[config.mk]
export PLATFORM = sky130hd
export DESIGN_NAME = rm_spectrum_engine
export DESIGN_NICKNAME = d
export VERILOG_FILES = /design/src/rtl/rm_pkg.sv /design/src/rtl/rm_butterfly_stage.sv /design/src/rtl/rm_stage_seq.sv /design/src/rtl/rm_spectrum_engine.sv
export SDC_FILE = /design/constraint.sdc
export NUM_CORES = 1
export LEC_CHECK = 0
export BUFFER_PORTS_ARGS = -buffer_cell sky130_fd_sc_hd__buf_2
export CORE_ASPECT_RATIO = 1.4
export CORE_UTILIZATION = 47
export DETAILED_ROUTE_END_ITERATION = 16
export PLACE_DENSITY = 0.87
export SKIP_LAST_GASP = 1
export SLEW_MARGIN = 20
export SYNTH_ARGS = -nofsm -noshare
export SYNTH_HDL_FRONTEND = slang
export SYNTH_SLANG_ARGS = --single-unit
[constraint.sdc]
create_clock -name clk_i -period 1.3 [get_ports clk_i]
set_input_delay 0.325 -clock clk_i [delete_from_list [all_inputs] [get_ports clk_i]]
set_output_delay 0.325 -clock clk_i [all_outputs]
set_load 0.005 [all_outputs]
[src/rtl/rm_pkg.sv]
package rm_pkg;
  // width of a counter that can hold 0..n-1 (at least one bit)
  function automatic int unsigned rm_idx_w(int unsigned n);
    return (n <= 2) ? 1 : $clog2(n);
  endfunction
endpackage

[src/rtl/rm_butterfly_stage.sv]
module rm_butterfly_stage #(
  parameter int unsigned NVARS = 4,
  parameter int unsigned K     = 0
) (
  input  logic [(2**NVARS)-1:0] vec_i,
  output logic [(2**NVARS)-1:0] vec_o
);
  localparam int unsigned SIZE = 2 ** NVARS;
  localparam int unsigned DIST = 2 ** K;

  for (genvar i = 0; i < SIZE; i++) begin : g_lane
    if (((i / DIST) % 2) == 1) begin : g_upper
      assign vec_o[i] = vec_i[i] ^ vec_i[i - DIST];
    end else begin : g_lower
      assign vec_o[i] = vec_i[i];
    end
  end
endmodule

[src/rtl/rm_stage_seq.sv]
module rm_stage_seq #(
  parameter int unsigned NVARS = 4,
  parameter int unsigned SW    = 2
) (
  input  logic          clk_i,
  input  logic          rst_ni,
  input  logic          load_i,
  input  logic          start_i,
  output logic [SW-1:0] stage_o,
  output logic          busy_o,
  output logic          done_o,
  output logic          capture_o
);
  localparam logic [SW-1:0] LAST = SW'(NVARS - 1);

  logic          busy_q, done_q;
  logic [SW-1:0] stage_q;
  logic          launch;

  assign capture_o = load_i & ~busy_q;
  assign launch    = start_i & ~load_i & ~busy_q;

  always_ff @(posedge clk_i or negedge rst_ni) begin
    if (!rst_ni) begin
      busy_q  <= 1'b0;
      done_q  <= 1'b0;
      stage_q <= '0;
    end else if (busy_q) begin
      if (stage_q == LAST) begin
        busy_q  <= 1'b0;
        done_q  <= 1'b1;
        stage_q <= '0;
      end else begin
        stage_q <= stage_q + 1'b1;
      end
    end else begin
      done_q  <= 1'b0;
      stage_q <= '0;
      if (launch) busy_q <= 1'b1;
    end
  end

  assign stage_o = stage_q;
  assign busy_o  = busy_q;
  assign done_o  = done_q;
endmodule

[src/rtl/rm_spectrum_engine.sv]
module rm_spectrum_engine #(
  parameter int unsigned NVARS = 4
) (
  input  logic                  clk_i,
  input  logic                  rst_ni,
  input  logic                  load_i,
  input  logic [(2**NVARS)-1:0] tt_i,
  input  logic                  start_i,
  output logic [(2**NVARS)-1:0] coef_o,
  output logic                  busy_o,
  output logic                  done_o
);
  localparam int unsigned SIZE  = 2 ** NVARS;
  localparam int unsigned SW    = rm_pkg::rm_idx_w(NVARS);
  localparam int unsigned SLOTS = 2 ** SW;

  logic [SW-1:0]   stage;
  logic            busy, capture;
  logic [SIZE-1:0] work_q;
  logic [SIZE-1:0] stage_vec [SLOTS];

  rm_stage_seq #(.NVARS(NVARS), .SW(SW)) u_seq (
    .clk_i    (clk_i),
    .rst_ni   (rst_ni),
    .load_i   (load_i),
    .start_i  (start_i),
    .stage_o  (stage),
    .busy_o   (busy),
    .done_o   (done_o),
    .capture_o(capture)
  );

  for (genvar k = 0; k < SLOTS; k++) begin : g_stage
    if (k < NVARS) begin : g_real
      rm_butterfly_stage #(.NVARS(NVARS), .K(k)) u_bfly (
        .vec_i(work_q),
        .vec_o(stage_vec[k])
      );
    end else begin : g_pad
      assign stage_vec[k] = work_q;
    end
  end

  always_ff @(posedge clk_i or negedge rst_ni) begin
    if (!rst_ni)      work_q <= '0;
    else if (capture) work_q <= tt_i;
    else if (busy)    work_q <= stage_vec[stage];
  end

  assign coef_o = work_q;
  assign busy_o = busy;
endmodule

* Word-level counts from Yosys, hierarchy flattened *
Index checks and enable logic that the tools add are counted.

storage, ports and cells
  output and inout port bits = 18
  input bits = 20
  register bits = 20

operators by class
  $add $sub $neg = 1
  reduce and logical (&&, ||, !) cells = 1
  order comparisons = 1
  eq/ne operators = 2
  muxes and demuxes = 12
  bitwise gates (word level) = 38

operators by type and width
  operator               number
  $mux W16               4
  $bmux W16 S2           1
  $xor A1 B1 Y1          32
  $mux W1                5
  $mux W2                2
  $and A1 B1 Y1          3
  $ge A3 B3 Y1 const B   1
  $not A2 Y3             1
  $add A2 B1 Y2 const B  1
  $eq A2 B2 Y1 const B   1
  $ne A2 B2 Y1 const B   1
  $not A1 Y1             2
  $reduce_bool A2 Y1     1

* Longest topological paths before layout *
  depth after elaboration = 6
  mapped depth = 6
  mapped depth without buffers = 3

* By module *
From an unflattened synthesis, not the netlist that was laid out.

second synthesis, totals
  cells, all modules = 185
  area, all modules = 1876.8 sq um

modules (own cells, without submodules)
  module              area each (sq um)  instances  cells each  sequential area each (sq um)
  rm_spectrum_engine  1199.9             1          109         400.4
  rm_butterfly_stage  130.1              4          16          0.0
  rm_stage_seq        156.4              1          12          100.1

* Worst setup path before layout *
No wires, ideal clock.

  path type = flip-flop to flip-flop
  start = register u_seq.stage_q[0], in the netlist u_seq.stage_o[0]
  end = register work_q[9], in the netlist coef_o[9]
  clock period less this slack = 1308 ps
  data arrival time = 1188 ps
  cell stages (with the launch flop) = 5
  setup slack = -8 ps
  required time = 1180 ps
  path buffers = 1
  cells stage by stage = dfrtp_1 > buf_6 > and3_1 > or3_1 > a31o_1

on the way
  longest elaborated chain between the ends = 6

ends and longest elaborated chain
  what                                         RTL line                  source
  from (decl)                                  rm_stage_seq.sv:17        logic [SW-1:0] stage_q;
  from (signal assigned)                       rm_stage_seq.sv:34        stage_q <= stage_q + 1'b1;
  $not A2 Y3 (implied by the code)             rm_spectrum_engine.sv:47  else if (busy) work_q <= stage_vec[stage];
  $bmux W16 S2                                 rm_spectrum_engine.sv:47
  $mux W16 (implied by the code) (2 in a row)  rm_spectrum_engine.sv:47
  $mux W16                                     rm_spectrum_engine.sv:47
  $mux W16                                     rm_spectrum_engine.sv:46  else if (capture) work_q <= tt_i;
  to (signal assigned)                         rm_spectrum_engine.sv:46
  to (signal assigned)                         rm_spectrum_engine.sv:47
  to (decl)                                    rm_spectrum_engine.sv:19  logic [SIZE-1:0] work_q;

Every way passes these cells. The select of a mux whose other input is x is not followed.
A chain may end at the register's enable or synchronous reset.

* Worst setup path after layout *
  start = register u_seq.stage_q[1], in the netlist u_seq.stage_o[1]
  end = register work_q[15], in the netlist coef_o[15]

Same word-level chain as after synthesis.

==> flow_summary_export.csv <==
group,metric,value,unit
route,dr.max_layer_used,"met4",
route,wire_per_inst,15.7,um
timing,fin_ws,-65.7,ps
power_and_ir_drop,powerDensity,2620,nW/um^2
route,met3_length,153,um
grt,grt_usage,0.235,
floorplan,io_pins,38,
grt,grt_max_degree,26,
clock_network,cts_made_buffers,3,
status,violations,"negative setup slack",
route,route.detailed.drc,0,
timing,hold_ws,5.84,ps
floorplan,die_w,48.2,um
timing,tns,-267,ps
clock_network,root_buffer,"clkbuf_8",
route,via_per_inst,5.82,
yosys,syn_nets,168,
grt,grt-ovfl-total,0,
clock_network,cts.htree.levels,1,
timing,hold_viol_final,0,
grt,grt_pass1_vias,1224,
yosys,synth_warnings,0,
timing,grt_setup_unrepaired,"yes",
timing,max-slew-margin-rel,0.683,
worst_setup_path,critPathMaxStageDelay,490,ps
final_layout,syn_to_final_growth,35.5,%
final_layout,fin_cells,236,
timing,drv_slew,0,
yosys,synth_seq_cells,20,
final_layout,drive_gt1_frac,0.457,
placement,place_inst,225,
clock_network,tritoncts,"built",
worst_setup_path,start_kind,"register",
timing,layout_min_cycle_time,1370,ps
worst_setup_path,path_cells,"or3b_2 > mux2i_1 > a311oi_1",
route,vias,1374,
final_layout,n_antenna_cell,0,
floorplan,die_h,66.7,um
placement,place_hpwl,2390,um
worst_setup_path,critPathCaptureType,"register",
floorplan,start_util,0.493,
grt,antenna_found_initial,0,
clock_network,clockBufferDepth,2,
route,wl_met2,1950,um
clock_network,clk_latency,260,ps
route,wirelength_met1,1500,um
route,dr.pass1.iters,4,
worst_setup_path,slowest_stage,"or3b_2",
yosys,syn_avg_cell_area,9.56,um^2
flow_run,cap_violations,0,
final_layout,nets,221,
power_and_ir_drop,leakage,0.835,nW
route,first_iter_violations,33,
floorplan,num_rows,23,
placement,io_buffers,37,
timing,finalSetupViolCount,6,
yosys,ys.flop_type,"dfrtp_1",
yosys,synthArstFlopShare,1.00,
floorplan,design.die.area,3220,um^2
timing,worstMarginPinSlew,475,ps
final_layout,nFillCells,218,
placement,gp_congestion,0.768,
yosys,yosysUniqueCellTypes,41,
clock_network,clkSinkCount,20,
yosys,netlist_instances,147,
yosys,synth_edf_count,0,
grt,grt_pass1_wl,5330,um
final_layout,layout_commonest_cell,"buf_2",
worst_setup_path,path_max_fanout,6,
yosys,ys_seq_area_frac,0.356,
timing,finalCritPeriodShare,1.05,
route,ant_nets,0,
final_layout,final_cell_mix,"36 x buf_2, 17 x dfrtp_1, 17 x buf_4",
worst_setup_path,path_buf_inv,0,
min_path,hp-class,"in -> async",
clock_network,clkTransAtPathRegs,80,ps
yosys,synth_area,1410,um^2
timing,finalClockSkew,7.58,ps
worst_setup_path,cp.required,1440,ps
status,outcome,"finished with violations",
power_and_ir_drop,vdd_drop_max,1.33,mV
floorplan,core_area,2850,um^2
worst_setup_path,crit_family,"simple AND/OR/NAND/NOR gates",
power_and_ir_drop,finalPower,4.99,mW
route,wl,3710,um
worst_setup_path,crit_type,"reg -> reg",
timing,fmax,732,MHz
worst_setup_path,cp.arrival,1510,ps
==> layout make-up <==
cell class,count,area [um^2],share of cell area
Tap cell,37,46.3,0.0243
Clock buffer,4,55.1,0.0289
Sequential cell,20,504,0.265
Timing Repair Buffer,61,407,0.214
Inverter,5,18.8,0.00986
Multi-Input combinational cell,109,873,0.459
==> synth_stat cells, types with 2 or more instances <==
cell type,count,area share
buf_2,6,0.021
or3_1,3,0.013
nand3_1,3,0.011
inv_1,5,0.013
buf_4,2,0.011
a21oi_1,4,0.014
o2111ai_1,2,0.012
a31oi_1,3,0.013
o22ai_1,3,0.013
a211oi_1,12,0.064
nand3b_1,6,0.032
nor3b_1,4,0.021
mux2_2,6,0.048
mux2i_1,11,0.078
nor3_1,6,0.021
o21ai_0,3,0.011
dfrtp_1,20,0.36
nor2b_1,9,0.040
clkbuf_1,3,0.0080
xor2_1,4,0.025
nand2_1,7,0.019
nor2_1,5,0.013
and4_1,2,0.012
==> registers in the layout, summed over array words and instances, names as in the netlist <==
name and count:
u_seq.stage_o 2, u_seq.busy_o 1, coef_o 16, u_seq.done_o 1
==> worst reg2reg max path, stage by stage, from the launching register on <==
cell,delay [ps]
dfrtp_2,470
or3b_2,490
mux2i_1,200
a311oi_1,80
==> final timing paths <==
path	from	to	slack (ps)	depth (start not counted)
worst max-delay path	u_seq.stage_o[1]$_DFF_PN0_	coef_o[15]$_DFFE_PN0P_	-70	3
worst min-delay path	rst_ni	coef_o[15]$_DFFE_PN0P_	6	1
worst max register to register	u_seq.stage_o[1]$_DFF_PN0_	coef_o[15]$_DFFE_PN0P_	-70	3
worst min register to register	u_seq.done_o$_DFFE_PN0P_	u_seq.done_o$_DFFE_PN0P_	510	2
max in group asynchronous	rst_ni	u_seq.stage_o[0]$_DFF_PN0_	940	1
min in group clk_i	start_i	u_seq.busy_o$_DFF_PN0_	260	3
==> what timing repair did <==
action,4_1_cts,5_1_grt
buffers inserted,2,5
gates resized for setup,9,15
hold buffers,0,0
endpoints found under the setup margin,12,14
pin swaps,3,4
gates cloned,0,0
==> through the flow <==
step,setup slack [ps],utilization,cell area (um^2)
after floorplan,15.1,-,1410
after global placement,-32.0,0.596,1700
after detailed placement,-73.2,0.596,1700
after CTS,-33.2,0.633,1800
after global routing,-121,0.668,1900
final,-65.7,0.668,1900
==> kinds of logic (layout without fill, tap and decap cells) <==
logic type,count (synthesis),in the layout,share of synthesized area
flip-flops,20,20,0.356
multiplexers,18,18,0.142
XOR/XNOR,5,5,0.0312
AND/OR/NAND/NOR,50,50,0.209
buffers and inverters,18,70,0.0721
adder cells (fa/ha/maj),1,1,0.00890
AO/OA/AOI/OAI,35,35,0.180
==> routing by layer <==
metal,GRT usage,up-vias
li1,-,651
met1,0.273,656
met2,0.382,57
met3,0.0325,10
met4,0.146,0
met5,0,-
==> power breakdown <==
group	switching, mW	total [mW]	internal [mW]	leakage [nW]
combinational	1.45	3.12	1.67	0.578
sequential	0.422	1.38	0.956	0.228
clock	0.214	0.484	0.270	0.0288
total	2.09	4.99	2.90	0.835
Power figures use the tool's default switching activity.
